==> src/rtl/mp_pkg.sv <==
package mp_pkg;

  // Muller C-element next state: follow when inputs agree, hold otherwise
  function automatic logic c_next(input logic a, input logic b, input logic c);
    return (a == b) ? a : c;
  endfunction

  function automatic int unsigned empty_latency(input int unsigned stages,
                                                input int unsigned dly);
    return 1 + (stages - 1) * (dly + 1);
  endfunction

endpackage

==> src/rtl/mp_c_elem.sv <==
module mp_c_elem (
  input  logic clk_i,
  input  logic rst_ni,
  input  logic a_i,
  input  logic b_i,
  output logic c_o,
  output logic rise_o
);
  import mp_pkg::*;

  logic c_d;

  assign c_d    = c_next(a_i, b_i, c_o);
  assign rise_o = c_d & ~c_o;

  always_ff @(posedge clk_i or negedge rst_ni) begin
    if (!rst_ni) c_o <= 1'b0;
    else         c_o <= c_d;
  end


  c_hold_chk: assert property (@(posedge clk_i) disable iff (!rst_ni)
    (a_i != b_i) |=> $stable(c_o));


  c_follow_chk: assert property (@(posedge clk_i) disable iff (!rst_ni)
    (a_i == b_i) |=> (c_o == $past(a_i)));

endmodule

==> src/rtl/mp_delay_line.sv <==
module mp_delay_line #(
  parameter int unsigned DLY = 2
) (
  input  logic clk_i,
  input  logic rst_ni,
  input  logic in_i,
  output logic out_o
);

  if (DLY == 0) begin : g_wire
    assign out_o = in_i;
  end else begin : g_reg
    logic [DLY-1:0] sr_q;

    always_ff @(posedge clk_i or negedge rst_ni) begin
      if (!rst_ni) begin
        sr_q <= '0;
      end else begin
        sr_q[0] <= in_i;
        for (int k = 1; k < int'(DLY); k++) sr_q[k] <= sr_q[k-1];
      end
    end

    assign out_o = sr_q[DLY-1];
  end

endmodule

==> src/rtl/mp_stage.sv <==
module mp_stage #(
  parameter int unsigned DATA_W = 16
) (
  input  logic              clk_i,
  input  logic              rst_ni,
  input  logic              req_i,
  input  logic              ack_n_i,
  input  logic [DATA_W-1:0] d_i,
  output logic              ctl_o,
  output logic [DATA_W-1:0] q_o
);

  logic cap;

  mp_c_elem u_c (
    .clk_i  (clk_i),
    .rst_ni (rst_ni),
    .a_i    (req_i),
    .b_i    (ack_n_i),
    .c_o    (ctl_o),
    .rise_o (cap)
  );

  // capture on the control rise; upstream word is held until we drop
  always_ff @(posedge clk_i or negedge rst_ni) begin
    if (!rst_ni)  q_o <= '0;
    else if (cap) q_o <= d_i;
  end


  latch_hold_chk: assert property (@(posedge clk_i) disable iff (!rst_ni)
    !$stable(q_o) |-> $rose(ctl_o));

endmodule

==> src/rtl/mp_fifo_ctrl.sv <==
module mp_fifo_ctrl #(
  parameter int unsigned NUM_STAGES = 4,
  parameter int unsigned DATA_W     = 16,
  parameter int unsigned MATCH_DLY  = 2
) (
  input  logic              clk_i,
  input  logic              rst_ni,
  input  logic              rin_i,
  output logic              ain_o,
  input  logic [DATA_W-1:0] data_i,
  output logic              rout_o,
  input  logic              aout_i,
  output logic [DATA_W-1:0] data_o
);

  localparam int unsigned LAST = NUM_STAGES - 1;

  logic [NUM_STAGES-1:0] ctl;
  logic [NUM_STAGES-1:0] req;
  logic [NUM_STAGES-1:0] ack_n;
  logic [DATA_W-1:0]     q   [NUM_STAGES];
  logic [DATA_W-1:0]     src [NUM_STAGES];

  for (genvar i = 0; i < int'(NUM_STAGES); i++) begin : g_stage
    if (i == 0) begin : g_head
      assign req[i] = rin_i;
      assign src[i] = data_i;
    end else begin : g_body
      mp_delay_line #(.DLY(MATCH_DLY)) u_dly (
        .clk_i  (clk_i),
        .rst_ni (rst_ni),
        .in_i   (ctl[i-1]),
        .out_o  (req[i])
      );
      assign src[i] = q[i-1];
    end

    if (i == int'(LAST)) begin : g_tail
      assign ack_n[i] = ~aout_i;
    end else begin : g_mid
      assign ack_n[i] = ~ctl[i+1];
    end

    mp_stage #(.DATA_W(DATA_W)) u_stage (
      .clk_i   (clk_i),
      .rst_ni  (rst_ni),
      .req_i   (req[i]),
      .ack_n_i (ack_n[i]),
      .d_i     (src[i]),
      .ctl_o   (ctl[i]),
      .q_o     (q[i])
    );
  end

  assign ain_o  = ctl[0];
  assign rout_o = ctl[LAST];
  assign data_o = q[LAST];


  ain_rise_chk: assert property (@(posedge clk_i) disable iff (!rst_ni)
    $rose(ain_o) |-> $past(rin_i));


  ain_fall_chk: assert property (@(posedge clk_i) disable iff (!rst_ni)
    $fell(ain_o) |-> !$past(rin_i));


  rout_rise_chk: assert property (@(posedge clk_i) disable iff (!rst_ni)
    $rose(rout_o) |-> !$past(aout_i));


  rout_fall_chk: assert property (@(posedge clk_i) disable iff (!rst_ni)
    $fell(rout_o) |-> $past(aout_i));

endmodule

==> config.mk <==
export PLATFORM = sky130hd
export DESIGN_NAME = mp_fifo_ctrl
export DESIGN_NICKNAME = d
export VERILOG_FILES = /design/src/rtl/mp_pkg.sv /design/src/rtl/mp_c_elem.sv /design/src/rtl/mp_delay_line.sv /design/src/rtl/mp_stage.sv /design/src/rtl/mp_fifo_ctrl.sv
export SDC_FILE = /design/constraint.sdc
export NUM_CORES = 1
export LEC_CHECK = 0
export ABC_AREA = 0
export BUFFER_PORTS_ARGS = -buffer_cell sky130_fd_sc_hd__buf_2
export CAP_MARGIN = 25
export CORE_MARGIN = 2
export CORE_UTILIZATION = 25
export CTS_CLUSTER_DIAMETER = 100
export DETAILED_ROUTE_END_ITERATION = 6
export HOLD_SLACK_MARGIN = 0.15
export PLACE_DENSITY = 0.43
export REMOVE_ABC_BUFFERS = 1
export SETUP_SLACK_MARGIN = 0.5
export SLEW_MARGIN = 20
export SYNTH_ARGS = -nofsm -noshare
export SYNTH_HDL_FRONTEND = slang
export SYNTH_SLANG_ARGS = --single-unit
==> constraint.sdc <==
create_clock -name clk_i -period 1.4 [get_ports clk_i]
set_input_delay 0.14 -clock clk_i [delete_from_list [all_inputs] [get_ports clk_i]]
set_output_delay 0.14 -clock clk_i [all_outputs]
set_load 0.01 [all_outputs]
==> results by group <==
Floorplanning
  – Core Region: 10800 sq um
  – Cell Rows: 38
  – Die width: 109 microns
  – Die height: 109 microns
  – DIE AREA: 11800 sq um
  – Initial Util: 0.255
  – Top Ports: 38

Clocking
  – CTS hold repair buffers: 18
  – Num CTS Buffers: 9
  – CTS HTree Levels: 3
  – Clk buf depth: 2
  – Worst-Skew Late Latency: 350 ps
  – CTS tree: built
  – CTS root buffer: clkbuf_8
  – Clock transition at path regs: 70 ps
  – CTS sink cnt: 74

Critical path
  – Crit end category: flop
  – Crit. Startpoint: g_stage[3].u_stage.u_c.c_o
  – Critical path class: reg2reg
  – Path depth of the worst reg2reg path: 3
  – Crit-path cells: nor3b_4 > buf_4 > mux2_2
  – Crit Path Max Fanout: 5
  – WP data required: 1630 ps
  – Critical path's slowest cell: dfrtp_2
  – Critical path launch point type: flop
  – Arr. time, crit path: 1600 ps
  – Critical R2R Launch: g_stage[3].u_stage.u_c.c_o
  – Slowest cell delay on critical path: 460 ps

Logic synthesis
  – Yosys warnings: 0
  – Synth Flop Type: dfrtp_1
  – Post-Synth Simple-Gate Area: 0.0273
  – Mapped Area: 2750 sq um
  – Synth Area in Adders: 0.0146
  – Register bit count reported by yosys: 74
  – Post-synthesis sequential area ratio: 0.674
  – Cells after synthesis: 154
  – Post-synth cell types: 6
  – EDFF count, synth: 0
  – Synth Area in Compound Gates: 0
  – Biggest area consumer among synthesized cells: dfrtp_1
  – Share of synthesized registers carrying an async set or reset: 1.00
  – Main combinational cell family by area after synthesis: multiplexers
  – Xor/xnor share of the synthesized area: 0
  – Top cell type's share of synthesized area: 0.674
  – Synth area leaders: dfrtp_1 67%, mux2_2 26%, nor3b_4 2.7%
  – Avg Synthesized Cell Area: 17.8 sq um
  – Count leader, synth: dfrtp_1
  – Post-synthesis mux area share: 0.262
  – Synth top cells by count: 74 x dfrtp_1, 64 x mux2_2

Power and ir drop
  – PD cells: 2090 nW/um^2
  – Leak: 1.79 nW
  – Peak VDD IR: 0.797 mV

STA
  – RSZ-0062 raised after global routing: yes
  – Highest Clock Rate: 0.730 GHz
  – Hold slack: 153 ps
  – Final setup TNS: 0 ps
  – Final Setup Violations: 0
  – Final Hold Violating Endpoints: 0
  – Max Clock Skew: 6.94 ps
  – Slew margin rel.: 0.733
  – Final min period: 1370 ps
  – Worst Max-Slew Pin Slew: 401 ps
  – Pins Over Slew Limit: 0
  – Final period util: 0.978

Drt
  – Routed vias/inst: 4.04
  – Final ANT Viol Nets: 0
  – DR vias: 1572
  – # DRC: 0
  – Initial DRC count: 53
  – Routed WL: 5.44 mm
  – Wire per inst: 14.0 microns
  – TritonRoute pass-1 iters: 2

Layout
  – Antenna Cells: 0
  – Layout cell share with drive strength beyond 1: 0.622
  – Fillers: 1055
  – Final std cells w/o fill: 389
  – Fin nets: 264
  – P&R area growth vs syn: 42.3%

Global routing
  – Vias in the first global route: 1708
  – Antenna violations before repair: 0
  – Largest net degree at the start of global routing: 75
  – First-pass GRT wire length: 9.13 mm
  – Total GRT Usage: 0.105
  – Gr ovfl total: 0

Placement
  – DP HPWL: 3.35 mm
  – IO Port Bufs: 37
  – Placed cells: 339
  – GPL Wtd Cong: 0.647

Worst hold path
  – Hold Path Class: in2reg
  – Worst hold start: aout_i
  – Hold-critical path depth: 3

Run status
  – Status: completed

Flow run
  – # Max-Cap Violations: 0
## power by group
group	internal [mW]	leakage, nW	switching, mW
clock network	0.826	0.0925	0.805
logic	1.94	0.828	0.817
registers	3.17	0.866	0.608
total	5.93	1.79	2.23
## critical path: cells and delay by family (launching register included)
family / cells / cell delay [ps]
DFF: 1 / 460
and+or+nand+nor: 1 / 260
muxes: 1 / 330
buffers and inverters: 1 / 210
## worst paths after layout
| path | slack [ps] | end |
|---|---|---|
| worst max-delay path | 30 | g_stage[3].u_stage.q_o[8] |
| worst min-delay path | 150 | g_stage[3].u_stage.u_c.c_o |
| worst max register to register | 30 | g_stage[3].u_stage.q_o[8] |
| worst min register to register | 360 | g_stage[1].g_body.u_dly.g_reg.sr_q[1] |
| max in group asynchronous | 720 | g_stage[2].u_stage.u_c.c_o |
| min in group asynchronous | 350 | g_stage[0].u_stage.q_o[0] |
## registers in the layout, summed over array words and instances, names as in the netlist
signal / cells
g_stage.g_body.u_dly.g_reg.sr_q: 6
g_stage.u_stage.q_o: 64
g_stage.u_stage.u_c.c_o: 4
## logic make-up (layout without fill, tap and decap cells)
family / Yosys count / count (layout)
multiplexers: 64 / 64
adder cells (fa/ha/maj): 4 / 4
buffers and inverters: 8 / 103
AND/OR/NAND/NOR: 4 / 4
flip-flops: 74 / 74
## cell type report
class | count | area, sq um | share of cell area
sequential | 74 | 1860 | 0.475
multi-input combinational | 72 | 996 | 0.255
timing repair buffer | 83 | 673 | 0.172
tap | 140 | 175 | 0.0448
clock buffer | 10 | 128 | 0.0326
clock inverter | 6 | 67.6 | 0.0173
inverter | 4 | 15.0 | 0.00384
## per-layer routing
metal	global-route usage	up-vias	wire length [microns]
met4	0.0385	0	78
met3	0.0454	10	278
li1	-	714	-
met5	0	-	0
met2	0.153	33	2480
met1	0.139	815	2610
## placed cells by master (no fill, tap or decap)
cell	n
clkinv_4	2
buf_4	15
clkbuf_1	1
maj3_1	2
nor3b_4	4
mux2_4	42
inv_2	1
inv_1	3
clkinvlp_4	2
buf_6	16
buf_2	32
buf_12	2
clkbuf_8	9
clkinv_2	1
bufinv_16	1
dlygate4sd3_1	18
dfrtp_2	4
mux2_2	22
maj3_2	2
dfrtp_1	70
## per-stage QoR
stage | cell area [sq um] | power [mW] | setup WS (ps) | utilization
6_report | 3910 | 8.16 | 30.1 | 0.362
5_1_grt | 3910 | 8.74 | -9.56 | 0.362
4_1_cts | 3780 | 7.99 | 19.8 | 0.351
3_5_place_dp | 3180 | 5.70 | -25.0 | 0.295
3_3_place_gp | 3180 | 5.65 | -30.8 | 0.295
2_1_floorplan | 2700 | 4.88 | -128 | -
## what timing repair did
item | in CTS | in global routing
setup buffers | 11 | 5
pin swaps | 4 | 2
endpoints found under the setup margin | 86 | 87
resized for setup | 43 | 22
endpoints found under the hold margin | 92 | 1
No activity file was read; power rests on OpenSTA's default activity.
